<file path="config.mk">
export PLATFORM = sky130hd
export DESIGN_NAME = ebw_write_ctrl
export DESIGN_NICKNAME = d
export VERILOG_FILES = /design/src/rtl/ebw_pkg.sv /design/src/rtl/ebw_phase.sv /design/src/rtl/ebw_cfg_sel.sv /design/src/rtl/ebw_seq.sv /design/src/rtl/ebw_write_ctrl.sv
export SDC_FILE = /design/constraint.sdc
export NUM_CORES = 1
export LEC_CHECK = 0
export ABC_AREA = 1
export BUFFER_PORTS_ARGS = -buffer_cell sky130_fd_sc_hd__clkbuf_2
export CORE_MARGIN = 5
export CORE_UTILIZATION = 51
export DETAILED_ROUTE_END_ITERATION = 10
export GPL_TIMING_DRIVEN = 0
export PLACE_DENSITY = 0.94
export SKIP_CTS_REPAIR_TIMING = 1
export SLEW_MARGIN = 20
export SYNTH_ARGS = -nofsm -noshare
export SYNTH_HDL_FRONTEND = slang
export SYNTH_SLANG_ARGS = --single-unit
</file>
<file path="constraint.sdc">
create_clock -name clk -period 2.8 [get_ports clk]
set_input_delay 0.56 -clock clk [delete_from_list [all_inputs] [get_ports clk]]
set_output_delay 0.56 -clock clk [all_outputs]
set_load 0.02 [all_outputs]
</file>
<file path="src/rtl/ebw_pkg.sv">
package ebw_pkg;

  typedef enum logic [2:0] {
    ST_IDLE  = 3'd0,
    ST_SETUP = 3'd1,
    ST_WAIT  = 3'd2,
    ST_ACK   = 3'd3,
    ST_FIN   = 3'd4,
    ST_HOLD  = 3'd5,
    ST_REST  = 3'd6
  } ebw_state_e;

  localparam logic [1:0] MODE_WAIT = 2'd0;
  localparam logic [1:0] MODE_ACK  = 2'd1;

  // strobe periods still to run once acknowledge is seen high
  localparam int ACK_TAIL = 2;

endpackage

</file>
<file path="src/rtl/ebw_phase.sv">
module ebw_phase (
  input  logic clk,
  input  logic rst_n,
  output logic ph
);

  logic ph_q;
  logic ph_d;

  always_comb ph_d = ~ph_q;

  always_ff @(posedge clk or negedge rst_n) begin
    if (!rst_n) ph_q <= 1'b0;
    else        ph_q <= ph_d;
  end

  assign ph = ph_q;

endmodule

</file>
<file path="src/rtl/ebw_cfg_sel.sv">
module ebw_cfg_sel #(
  parameter int NSPACE  = 6,
  parameter int WS_W    = 3,
  parameter int SPACE_W = 3
) (
  input  logic [SPACE_W-1:0]     space,
  input  logic [NSPACE*WS_W-1:0] cfg_wait,
  input  logic [NSPACE*2-1:0]    cfg_mode,
  input  logic [NSPACE-1:0]      cfg_whc,
  output logic [WS_W-1:0]        ws,
  output logic [1:0]             mode,
  output logic                   hold,
  output logic [NSPACE-1:0]      hit
);

  for (genvar s = 0; s < NSPACE; s++) begin : g_hit
    assign hit[s] = (space == SPACE_W'(s));
  end

  // hit is one-hot or empty: an empty hit yields zero config
  always_comb begin
    ws   = '0;
    mode = '0;
    hold = 1'b0;
    for (int s = 0; s < NSPACE; s++) begin
      ws   = ws   | ({WS_W{hit[s]}} & cfg_wait[s*WS_W +: WS_W]);
      mode = mode | ({2{hit[s]}} & cfg_mode[s*2 +: 2]);
      hold = hold | (hit[s] & cfg_whc[s]);
    end
  end

endmodule

</file>
<file path="src/rtl/ebw_seq.sv">
module ebw_seq
  import ebw_pkg::*;
#(
  parameter int WS_W = 3
) (
  input  logic            clk,
  input  logic            rst_n,
  input  logic            ph,
  input  logic            start,
  input  logic [WS_W-1:0] ws_in,
  input  logic [1:0]      mode_in,
  input  logic            bus_ack,
  output ebw_state_e      state,
  output logic            done
);

  localparam int CNT_W = WS_W + 1;

  ebw_state_e       state_q, state_d;
  logic [CNT_W-1:0] cnt_q, cnt_d;
  logic [1:0]       mode_q, mode_d;
  logic [WS_W-1:0]  ws_q, ws_d;
  logic             done_q, done_d;
  logic             last_period;

  assign last_period = (cnt_q == CNT_W'(1));

  always_comb begin
    state_d = state_q;
    cnt_d   = cnt_q;
    mode_d  = mode_q;
    ws_d    = ws_q;
    done_d  = 1'b0;
    unique case (state_q)
      ST_IDLE: if (start) begin
        state_d = ST_SETUP;
        mode_d  = mode_in;
        ws_d    = ws_in;
      end
      ST_SETUP: begin
        state_d = ST_WAIT;
        cnt_d   = (mode_q == MODE_ACK) ? CNT_W'(1) : CNT_W'(ws_q) + CNT_W'(1);
      end
      ST_WAIT: if (ph) begin
        if (!last_period) begin
          cnt_d = cnt_q - CNT_W'(1);
        end else if (mode_q == MODE_WAIT) begin
          state_d = ST_HOLD;
        end else if (bus_ack) begin
          state_d = ST_FIN;
          cnt_d   = CNT_W'(ACK_TAIL);
        end else begin
          state_d = ST_ACK;
        end
      end
      ST_ACK: if (ph && bus_ack) begin
        state_d = ST_FIN;
        cnt_d   = CNT_W'(ACK_TAIL);
      end
      ST_FIN: if (ph) begin
        if (last_period) state_d = ST_HOLD;
        else             cnt_d   = cnt_q - CNT_W'(1);
      end
      ST_HOLD: state_d = ST_REST;
      ST_REST: begin
        state_d = ST_IDLE;
        done_d  = 1'b1;
      end
      default: state_d = ST_IDLE;
    endcase
  end

  always_ff @(posedge clk or negedge rst_n) begin
    if (!rst_n) begin
      state_q <= ST_IDLE;
      cnt_q   <= '0;
      mode_q  <= '0;
      ws_q    <= '0;
      done_q  <= 1'b0;
    end else begin
      state_q <= state_d;
      cnt_q   <= cnt_d;
      mode_q  <= mode_d;
      ws_q    <= ws_d;
      done_q  <= done_d;
    end
  end

  assign state = state_q;
  assign done  = done_q;

endmodule

</file>
<file path="src/rtl/ebw_write_ctrl.sv">
module ebw_write_ctrl
  import ebw_pkg::*;
#(
  parameter int ADDR_W = 22,
  parameter int DATA_W = 16,
  parameter int WS_W   = 3,
  parameter int NSPACE = 6,
  localparam int SPACE_W = $clog2(NSPACE + 1)
) (
  input  logic                   clk,
  input  logic                   rst_n,
  input  logic                   req_valid,
  output logic                   req_ready,
  input  logic [SPACE_W-1:0]     req_space,
  input  logic [ADDR_W-1:0]      req_addr,
  input  logic [DATA_W-1:0]      req_data,
  output logic                   done,
  input  logic [NSPACE*WS_W-1:0] cfg_wait,
  input  logic [NSPACE*2-1:0]    cfg_mode,
  input  logic [NSPACE-1:0]      cfg_whc,
  input  logic                   bus_ack,
  output logic                   bus_ph,
  output logic [ADDR_W-1:0]      bus_addr,
  output logic [DATA_W-1:0]      bus_data,
  output logic                   bus_data_oe,
  output logic                   bus_wr_n,
  output logic                   bus_rd_n,
  output logic [NSPACE-1:0]      bus_sel_n
);

  logic              ph;
  logic              accept;
  ebw_state_e        state;
  logic [WS_W-1:0]   sp_ws;
  logic [1:0]        sp_mode;
  logic              sp_hold;
  logic [NSPACE-1:0] sp_hit;

  logic [ADDR_W-1:0] lat_addr;
  logic [DATA_W-1:0] lat_data;
  logic [NSPACE-1:0] lat_sel;
  logic              lat_hold;

  logic strobe_on, sel_on, tail_on;

  ebw_phase u_phase (
    .clk   (clk),
    .rst_n (rst_n),
    .ph    (ph)
  );

  ebw_cfg_sel #(
    .NSPACE  (NSPACE),
    .WS_W    (WS_W),
    .SPACE_W (SPACE_W)
  ) u_cfg (
    .space    (req_space),
    .cfg_wait (cfg_wait),
    .cfg_mode (cfg_mode),
    .cfg_whc  (cfg_whc),
    .ws       (sp_ws),
    .mode     (sp_mode),
    .hold     (sp_hold),
    .hit      (sp_hit)
  );

  assign req_ready = (state == ST_IDLE) && !ph;
  assign accept    = req_valid && req_ready;

  ebw_seq #(
    .WS_W (WS_W)
  ) u_seq (
    .clk     (clk),
    .rst_n   (rst_n),
    .ph      (ph),
    .start   (accept),
    .ws_in   (sp_ws),
    .mode_in (sp_mode),
    .bus_ack (bus_ack),
    .state   (state),
    .done    (done)
  );

  // request capture, enabled only on acceptance
  always_ff @(posedge clk or negedge rst_n) begin
    if (!rst_n) begin
      lat_addr <= '0;
      lat_data <= '0;
      lat_sel  <= '0;
      lat_hold <= 1'b0;
    end else if (accept) begin
      lat_addr <= req_addr;
      lat_data <= req_data;
      lat_sel  <= sp_hit;
      lat_hold <= sp_hold;
    end
  end

  always_comb begin
    strobe_on = (state == ST_WAIT) || (state == ST_ACK) || (state == ST_FIN);
    sel_on    = strobe_on || (state == ST_SETUP) || (state == ST_HOLD);
    tail_on   = (state == ST_HOLD) || (state == ST_REST);
  end

  assign bus_ph      = ph;
  assign bus_addr    = lat_addr;
  assign bus_data    = lat_data;
  assign bus_data_oe = strobe_on || (lat_hold && tail_on);
  assign bus_wr_n    = !strobe_on;
  assign bus_rd_n    = 1'b1;
  assign bus_sel_n   = sel_on ? ~lat_sel : '1;

endmodule

</file>
==> summary.md, run 1 <==
| Metric | Value |
|---|---|
| Final WL | 8240 um |
| Sequential-to-total area share from yosys stat | 49.5% |
| Syn avg cell area | 7.29 um2 |
| Post-Place Cell Area | 3740 um2 |
| Initial antenna violation count | 0 |
| Min Tclk post-route | 2.54 ns |
| Max-Cap Viols | 0 |
| Finished Cell Area | 3970 um2 |
| R2r startpoint | u_seq.state[2] |
| Tot Pwr | 4.12 mW |
| Final Skew | 0.00642 ns |
| Met2 WL | 4340 um |
| Initial Utilization | 53.2% |
| Max Freq | 394 MHz |
| Nets | 634 |
| Relative slew slack | 49.8% |
| Syn nets | 493 |
| Core Rows | 27 |
| Met1 WL | 3130 um |
| Final TNS setup | 0 ns |
| Worst skew pair latency | 0.33 ns |
| Tot GR Track Use | 23.0% |
| WL/cell | 13.1 um |
| N_diodes | 0 |
| Crit path required time | 2.24 ns |
| Critical Path Source Type | register |
| CP max stage delay | 0.46 ns |
| Global route overflow | 0 |
| Arr. time, crit path | 1.98 ns |
| Multi-input gate area | 1320 um2 |
| Post-synthesis cell type count | 26 |
| Status | finished clean |
| Post-DRT Antenna Nets | 0 |
| CP endpoint kind | output pin |
| Fin cells | 627 |
| R2r setup slk | 1.20 ns |
| CP bufs+invs | 2 |
| Register bit total from synthesis | 59 |
| DP HPWL | 6290 um |
| Die area | 7480 um2 |
| Worst r2r dst | u_seq.cnt_q[1] |
| Seq. cell area | 1480 um2 |
| R2R depth | 10 |
| RSZ-0062 raised after global routing | no |
| CTS tree | done |
| HP Class | in2async |
| Final Max Slew Viols | 0 |
| Largest net degree at the start of global routing | 32 |
| Die W | 86.5 um |
| Placed cells | 611 |
| Iteration-0 DRC Markers | 262 |
| FILL cells | 485 |
| Critical path class | reg2out |
| Top Metal Used | met4 |
| Layout cell share with drive strength beyond 1 | 29.5% |
| Root Buffer | clkbuf_8 |
| Number of CTS-inserted buffers | 9 |
| Die Y | 86.5 um |
| First-pass GRT wire length | 13700 um |
| Final hold vios | 0 |
| Worst Path Max Fanout | 6 |
| P_leak | 2.41 nW |
| Mapped Area | 2980 um2 |
| Routability Congestion | 0.927 |
| Period utilisation layout | 90.7% |
| Vias | 3124 |
| Via density | 4.98 |
| Setup Viol. Count Final | 0 |
| Yosys warns | 0 |
| Residual DRC count | 0 |
| Port bufs | 129 |
| DRT Pass-1 Iters | 5 |
| CTS clk-pin slew, worst paths | 0.06 ns |
| Boundary Pins | 131 |
| Area growth, synth to finish | 33.1% |
| Max VDD drop | 0.611 mV |
| Most common cell on crit path | nand2_1 |
| H-tree depth | 3 |
| Clock Path Buffers | 2 |
| Core footprint | 5610 um2 |
| Power density cells | 1040 nW/um2 |
| Crit-path leading delay family | simple AND/OR/NAND/NOR gates |
| Critical-path top delay cell | dfrtp_1 |
| Post-Syn Instances | 409 |
| Worst-margin pin slew | 0.748 ns |
| Met3 wire length | 661 um |
| Critical-path cell list | inv_1, nor2_1, a21oi_1, nand2_1, nand2_1, clkbuf_2 |
| Clk sinks | 59 |
| Vias in the first global route | 3038 |
how the worst max path moves through the flow:
| stage | cells after the start | endpoint | start |
|---|---|---|---|
| 6_report | 6 | bus_sel_n[1] | u_seq.state[1] |
| 3_3_place_gp | 6 | bus_sel_n[1] | u_seq.state[1] |
| 4_1_cts | 6 | bus_sel_n[1] | u_seq.state[1] |
| 2_1_floorplan | 5 | bus_sel_n[0] | u_seq.state[1] |
| 5_1_grt | 6 | bus_sel_n[1] | u_seq.state[1] |
| 3_5_place_dp | 6 | bus_sel_n[1] | u_seq.state[1] |
cells by family (layout without fill, tap and decap cells):
group                    after synthesis  count (layout)  share of synthesized area [%]
AND/OR/NAND/NOR                      284             284                           37.9
flip-flops                            59              59                           49.5
buffers and inverters                 39             185                           6.34
AO/OA/AOI/OAI                         20              20                           4.03
adder cells (fa/ha/maj)                3               3                           1.26
XOR/XNOR                               3               3                          0.881
other                                  1               1                          0.126
worst reg2reg max path, cell delays in order (launching register included):
cell and delay (ns):
dfrtp_1 0.36, buf_4 0.16, inv_2 0.10, nand2_1 0.12, nor2_1 0.26, nand2_1 0.11, nand2_1 0.10, nand2_1 0.07
nand3_1 0.12, nand2_1 0.07, nand2_1 0.06
report_power, final:
group / internal (mW) / switching (mW) / total, mW
clock network: 0.549 / 0.330 / 0.879
logic: 0.626 / 1.15 / 1.78
registers: 1.23 / 0.230 / 1.46
total: 2.40 / 1.71 / 4.12
cells in the mapped netlist, drive strengths merged:
master | n | area share, %
nand3 | 13 | 2.2
nor3 | 8 | 1.8
nand4 | 2 | 0.42
nand3b | 1 | 0.25
nor2 | 26 | 3.6
ha | 3 | 1.3
a21oi | 3 | 0.50
nand2 | 234 | 30
dfrtp | 59 | 50
a21boi | 6 | 1.5
conb | 1 | 0.13
clkbuf | 2 | 0.25
o211ai | 1 | 0.25
o21ai | 9 | 1.5
xor2 | 2 | 0.59
buf | 10 | 2.7
xnor2 | 1 | 0.29
o21a | 1 | 0.25
inv | 27 | 3.4
per-layer routing:
metal,GRT usage [%],up-vias
met4,6.37,0
met1,26.5,1446
met2,40.5,131
met3,7.79,19
met5,0,-
li1,-,1528
flip-flops by register name, summed over array words and instances (netlist names):
register	count
bus_addr	22
bus_data	16
lat_hold	1
lat_sel	6
u_phase.ph	1
u_seq.cnt_q	4
u_seq.done	1
u_seq.mode_q	2
u_seq.state	3
u_seq.ws_q	3
layout by cell type, fill, tap and decap left out, drive strengths merged:
cell type / instances
a21oi: 3
xnor2: 1
clkinvlp: 1
nand2: 234
o21a: 1
conb: 1
nand3: 13
nand3b: 1
bufinv: 2
clkinv: 1
dfrtp: 59
xor2: 2
a21boi: 6
nor2: 26
ha: 3
o211ai: 1
buf: 11
o21ai: 9
clkbuf: 143
nand4: 2
inv: 27
nor3: 8
cell type report:
cell class	instances	area share [%]
repair buffers	130	16.8
inverters	27	2.55
clock buffers	12	3.91
flip-flops and latches	59	37.2
multi-input cells	311	33.2
well taps	72	2.27
plain buffers	12	2.21
clock inverters	4	1.83
stage by stage:
step                      setup slack [ns]  util, %  hold slack (ns)
final                                0.259     70.7            0.180
after floorplan                      0.701        -            0.264
after CTS                            0.287     70.7            0.187
after global routing                0.0736     70.7            0.203
after global placement               0.685     66.3            0.461
after detailed placement             0.676     66.7            0.464
Power figures use the tool's default switching activity.
==> inputs of run 2 (changes only) <==
CORE_UTILIZATION = 54   (was 51)
PLACE_DENSITY = 0.95   (was 0.94)
SYNTH_HIERARCHICAL = 1   (was unset)
==> summary.md, run 2 <==
| Metric | Value |
|---|---|
| Setup Viol. Count Final | 0 (unchanged) |
| Finished Cell Area | 4470 um2 (+13%) |
| Post-synthesis cell type count | 28 (+7.7%) |
| Crit path required time | 2.24 ns (about the same) |
| Port bufs | 126 (-2.3%) |
| Post-Syn Instances | 447 (+9.3%) |
| Power density cells | 961 nW/um2 (-7.3%) |
| Nets | 669 (+5.5%) |
| Final Skew | 0.00962 ns (+0.00320 ns) |
| Met2 WL | 4540 um (+4.7%) |
| Sequential-to-total area share from yosys stat | 42.0% (-7.5 points) |
| Commonest cells after routing, fill and taps aside | nand2_1 (174), clkbuf_2 (125), nand4_1 (61) |
| Register bit total from synthesis | 59 (unchanged) |
| Syn avg cell area | 7.86 um2 (+7.8%) |
| Asr flop ratio synth | 100% (unchanged) |
| Arr. time, crit path | 1.74 ns (-0.24 ns) |
| Tot GR Track Use | 23.2% (+0.27 points) |
| Die Y | 90.6 um (+4.8%) |
| Worst skew pair latency | 0.34 ns (about the same) |
| Global route overflow | 0 (unchanged) |
| Mapped Area | 3510 um2 (+18%) |
| Layout cell share with drive strength beyond 1 | 33.7% (+4.2 points) |
| Most common cell after layout, fill and taps aside | nand2_1 |
| Final hold vios | 0 (unchanged) |
| CTS clk-pin slew, worst paths | 0.06 ns (about the same) |
| Root Buffer | clkbuf_8 |
| Number of CTS-inserted buffers | 9 (unchanged) |
| Critical Path Source Type | register |
| Crit-path leading delay family | simple AND/OR/NAND/NOR gates |
| Critical-path top delay cell | dfrtp_1 |
| Critical path class | reg2out |
| Min Tclk post-route | 2.30 ns (-0.244 ns) |
| RSZ-0062 raised after global routing | no |
| Core Rows | 29 (+7.4%) |
| P_leak | 2.56 nW (+6.1%) |
| FILL cells | 508 (+4.7%) |
| Most common cell in the netlist | nand2_1 |
| CP max stage delay | 0.53 ns (+0.07 ns) |
| Vias | 3622 (+16%) |
| Routability Congestion | 0.901 (-2.9%) |
| WL/cell | 14.0 um (+6.5%) |
| CTS tree | done |
| Status | finished clean |
| Largest register FFs | 22 (unchanged) |
| CP bufs+invs | 2 (unchanged) |
| Top post-synthesis cells by area | dfrtp_1 (42%), nand2_1 (19%), nand4_1 (11%) |
| Post-synth top area cell | dfrtp_1 |
| CP endpoint kind | output pin |
| DP HPWL | 7010 um (+11%) |
| Syn nets | 531 (+7.7%) |
| Clock Path Buffers | 2 (unchanged) |
| Area growth, synth to finish | 27.3% |
| Placed cells | 651 (+6.5%) |
| First-pass GRT wire length | 16000 um (+17%) |
| Met3 wire length | 837 um (+27%) |
| Die area | 8220 um2 (+9.9%) |
| EDFF count, synth | 0 (unchanged) |
| Final Max Slew Viols | 0 (unchanged) |
| Worst Path Max Fanout | 11 (+5) |
| Via density | 5.43 (+9.0%) |
| Most common cell on crit path | nand2_1 |
| Critical-path cell list | nor2_4, inv_2, nand2_1, nand2_1, nand2_1, clkbuf_2 |
| Top-area cell type share of the netlist area | 42.0% (-7.5 points) |
| Final WL | 9330 um (+13%) |
| N_diodes | 0 (unchanged) |
| H-tree depth | 3 (unchanged) |
| Met1 WL | 3730 um (+19%) |
| Max Freq | 435 MHz (+11%) |
| Max VDD drop | 0.708 mV (+16%) |
| Max-Cap Viols | 0 (unchanged) |
| Die W | 90.6 um (+4.8%) |
| Ys flop type | dfrtp_1 |
| Fin cells | 667 (+6.4%) |
| Residual DRC count | 0 (unchanged) |
| Clk sinks | 59 (unchanged) |
| Core footprint | 6350 um2 (+13%) |
| Iteration-0 DRC Markers | 260 (-0.76%) |
| Yosys warns | 6 (+6) |
| Post-synth top cells | nand2_1 (174), nand4_1 (61), dfrtp_1 (59) |
| Top Metal Used | met4 |
| HP Class | in2async |
| Post-DRT Antenna Nets | 0 (unchanged) |
| DRT Pass-1 Iters | 5 (unchanged) |
| Vias in the first global route | 3636 (+20%) |
| Initial Utilization | 55.3% (+2.1 points) |
| Tot Pwr | 4.30 mW (+4.4%) |
| Largest net degree at the start of global routing | 56 (+75%) |
| Boundary Pins | 131 (unchanged) |
| Initial antenna violation count | 0 (unchanged) |
| Period utilisation layout | 82.0% (-8.7 points) |
| Final TNS setup | 0 ns (unchanged) |
| Post-Place Cell Area | 4270 um2 (+14%) |
[run 2: cell types whose count changed after synthesis, moves of 8 or more]
cell	delta
nand2_1	-59
nand4_1	+59
nand3_1	+13
buf_6	+11
nor2_1	-8
[run 2: per-stage QoR]
step | hold WS, ns | setup WS [ns] | utilization, %
2_1_floorplan | 0.264 | 0.952 | -
3_3_place_gp | 0.454 | 0.913 | 66.8
3_5_place_dp | 0.401 | 0.903 | 67.2
4_1_cts | 0.0472 | 0.489 | 70.4
5_1_grt | 0.0354 | 0.326 | 70.4
6_report | 0.0576 | 0.503 | 70.4
[run 2: logic make-up (layout without fill, tap and decap cells)]
| kind of cell | Yosys count | in the layout | share of synthesized area [%] |
|---|---|---|---|
| and+or+nand+nor | 303 | 303 | 40.4 |
| buffers and inverters | 62 | 205 | 13.1 |
| DFF | 59 | 59 | 42.0 |
| AOI/OAI and AO/OA | 16 | 16 | 2.32 |
| adders and majority gates | 3 | 3 | 1.07 |
| muxes | 2 | 2 | 0.641 |
| other | 1 | 1 | 0.107 |
| xor gates and xnor gates | 1 | 1 | 0.249 |
[run 2: area by class of cell]
| class | instances | area [um2] | share of cell area, % |
|---|---|---|---|
| multi-input combinational | 326 | 1570 | 35.2 |
| sequential | 59 | 1480 | 33.0 |
| timing repair buffer | 127 | 661 | 14.8 |
| buffer | 30 | 339 | 7.58 |
| clock buffer | 11 | 141 | 3.16 |
| inverter | 32 | 123 | 2.74 |
| tap | 77 | 96.3 | 2.15 |
| clock inverter | 5 | 61.3 | 1.37 |
[run 2: layer usage]
layer  up-vias  track usage [%]
met5         -                0
met3        23             6.00
met4         0             10.8
met2       197             39.4
met1      1643             27.3
li1       1759                -
[run 2: worst paths after layout]
check	startpoint	to	slack (ns)	cells past startpoint
worst min-delay path	rst_n	bus_addr[0]	0.06	1
worst max register to register	u_seq/state[1]	u_seq/state[1]	0.90	9
max in group asynchronous	rst_n	bus_addr[1]	2.27	2
worst min register to register	bus_addr[5]	bus_addr[5]	0.47	2
worst max-delay path	u_seq/state[1]	bus_sel_n[2]	0.50	6
min in group clk	req_data[2]	bus_data[2]	0.46	3
[run 2: report_power, final]
part / switching, mW / internal (mW) / total, mW / leakage (nW)
combinational: 1.31 / 0.715 / 2.03 / 1.73
sequential: 0.264 / 1.22 / 1.49 / 0.737
clock: 0.345 / 0.438 / 0.783 / 0.0922
==> inputs of run 3 (changes only) <==
CORE_UTILIZATION = 50   (was 54)
PLACE_DENSITY = 0.9   (was 0.95)
clock period = 2.2 ns   (was 2.8 ns; I/O delays follow)
==> summary.md, run 3 (synthesized netlist as in run 2, its figures left out) <==
| Metric | Value |
|---|---|
| Initial Utilization | 51.4% (-3.9 points) |
| Vias in the first global route | 3457 (-4.9%) |
| DP HPWL | 7130 um (+1.7%) |
| Initial antenna violation count | 0 (unchanged) |
| HP Class | in2reg |
| Max Freq | 493 MHz |
| Core footprint | 6830 um2 (+7.6%) |
| Arr. time, crit path | 1.59 ns (-0.15 ns) |
| Clock Path Buffers | 2 (unchanged) |
| DRT Pass-1 Iters | 5 (unchanged) |
| P_leak | 2.58 nW (+1.0%) |
| CP endpoint kind | output pin |
| Tot GR Track Use | 22.0% (-1.3 points) |
| Worst r2r dst | u_seq/state[2] |
| Port bufs | 126 (unchanged) |
| Status | finished clean |
| Max VDD drop | 0.418 mV (-41%) |
| Largest net degree at the start of global routing | 48 (-14%) |
| Routability Congestion | 0.902 (+0.17%) |
| Largest register FFs | 22 (unchanged) |
| Boundary Pins | 131 (unchanged) |
| Worst Path Max Fanout | 8 (-3) |
| Final WL | 9300 um (-0.32%) |
| R2r startpoint | u_seq/state[0] |
| Met1 WL | 3860 um (+3.3%) |
| Layout cell share with drive strength beyond 1 | 34.8% (+1.1 points) |
| Critical Path Source Type | register |
| Critical path class | reg2out |
| Setup Viol. Count Final | 0 (unchanged) |
| Core Rows | 30 (+3.4%) |
| CTS clk-pin slew, worst paths | 0.08 ns (+0.02 ns) |
| Final hold vios | 0 (unchanged) |
| Die area | 8800 um2 (+7.1%) |
| Area growth, synth to finish | 29.2% |
| Final Skew | 0.0102 ns (+0.000630 ns) |
| Nets | 674 (+0.75%) |
| Fin cells | 691 (+3.6%) |
| Top Metal Used | met4 |
| Die Y | 93.8 um (+3.5%) |
| Core Util, Final | 66.4% (-4.0 points) |
| Clk sinks | 59 (unchanged) |
| CTS tree | done |
| Pre-CTS WS | 0.279 ns (-0.624 ns) |
| Commonest cells after routing, fill and taps aside | nand2_1 (173), clkbuf_2 (125), nand4_1 (61) |
| Number of CTS-inserted buffers | 9 (unchanged) |
| FILL cells | 584 (+15%) |
| Crit path required time | 1.76 ns (-0.48 ns) |
| R2R depth | 9 (unchanged) |
| Period utilisation layout | 92.2% |
| Global route overflow | 0 (unchanged) |
| Die W | 93.8 um (+3.5%) |
| Hold Path Stages | 3 |
| Final worst slack | 0.172 ns (-0.331 ns) |
| Placed cells | 670 (+2.9%) |
| Via density | 5.18 (-4.5%) |
| Most common cell after layout, fill and taps aside | nand2_1 |
| Vias | 3582 (-1.1%) |
| Hold Crit Start | req_addr[20] |
| First-pass GRT wire length | 15500 um (-3.0%) |
| Min Tclk post-route | 2.03 ns |
| Met2 WL | 4350 um (-4.1%) |
| Final Max Slew Viols | 0 (unchanged) |
| Met3 wire length | 851 um (+1.7%) |
| Post-DRT Antenna Nets | 0 (unchanged) |
| H-tree depth | 3 (unchanged) |
| N_diodes | 0 (unchanged) |
| Tot Pwr | 5.48 mW (+27%) |
| Residual DRC count | 0 (unchanged) |
| Max-Cap Viols | 0 (unchanged) |
| Power density cells | 1210 nW/um2 (+26%) |
| Hold EP | bus_addr[20] |
| RSZ-0062 raised after global routing | no |
| Iteration-0 DRC Markers | 238 (-8.5%) |
| Worst skew pair latency | 0.35 ns (about the same) |
| R2r setup slk | 0.34 ns (-0.56 ns) |
| Root Buffer | clkbuf_8 |
| WL/cell | 13.5 um (-3.8%) |
[run 3: cell count changes in the layout (fill, tap and decap cells not counted), sizes merged]
| cell | change |
|---|---|
| clkinv | +2 |
| dlygate4sd3 | +1 |
| clkinvlp | -1 |
| buf | +4 |
| clkbuf | -2 |
| inv | +1 |
[run 3: per-layer routing]
metal,track usage (%),vias up
li1,-,1774
met1,26.5,1593
met2,36.7,190
met3,5.29,25
met4,10.3,0
met5,0,-
[run 3: report_power, final]
group          switching, mW  leakage, nW  internal (mW)  total (mW)
Sequential             0.314        0.734           1.56        1.87
Clock                  0.459       0.0962          0.529       0.988
Combinational           1.67         1.75          0.942        2.61
Total                   2.44         2.58           3.03        5.48
[run 3: worst max path at each step]
stage | start | slack, ns | endpoint | depth (start not counted)
floorplan | u_seq/state[1] | 0.47 | bus_sel_n[0] | 5
global placement | u_seq/state[1] | 0.34 | u_seq/state[1] | 9
detailed placement | u_seq/state[1] | 0.28 | u_seq/state[1] | 9
CTS | u_seq/state[1] | -0.01 | bus_sel_n[4] | 6
global route | u_seq/state[0] | 0.08 | req_ready | 6
finish | u_seq/state[1] | 0.17 | bus_sel_n[4] | 6
[run 3: critical path, cell delays in order (launching register included)]
cell      delay, ns
dfrtp_2        0.47
nor2_4         0.20
inv_2          0.05
nand2_1        0.13
nand2_2        0.13
nand2_1        0.10
clkbuf_2       0.17
[run 3: final cells by class]
cell class	count	area, um2	area share, %
Buffer	30	339	7.47
Clock buffer	9	124	2.73
Clock inverter	7	76.3	1.68
Inverter	32	123	2.70
Multi-Input combinational cell	326	1580	34.7
Sequential cell	59	1480	32.6
Tap cell	96	120	2.65
Timing Repair Buffer	132	701	15.4
[run 3: per-stage QoR]
step | cell area, um2 | TNS [ns] | hold slack (ns)
floorplan | 3510 | 0 | 0.144
global placement | 4260 | 0 | 0.452
detailed placement | 4290 | 0 | 0.336
CTS | 4490 | -0.0369 | -0.0423
global route | 4540 | 0 | 0.312
finish | 4540 | 0 | 0.319
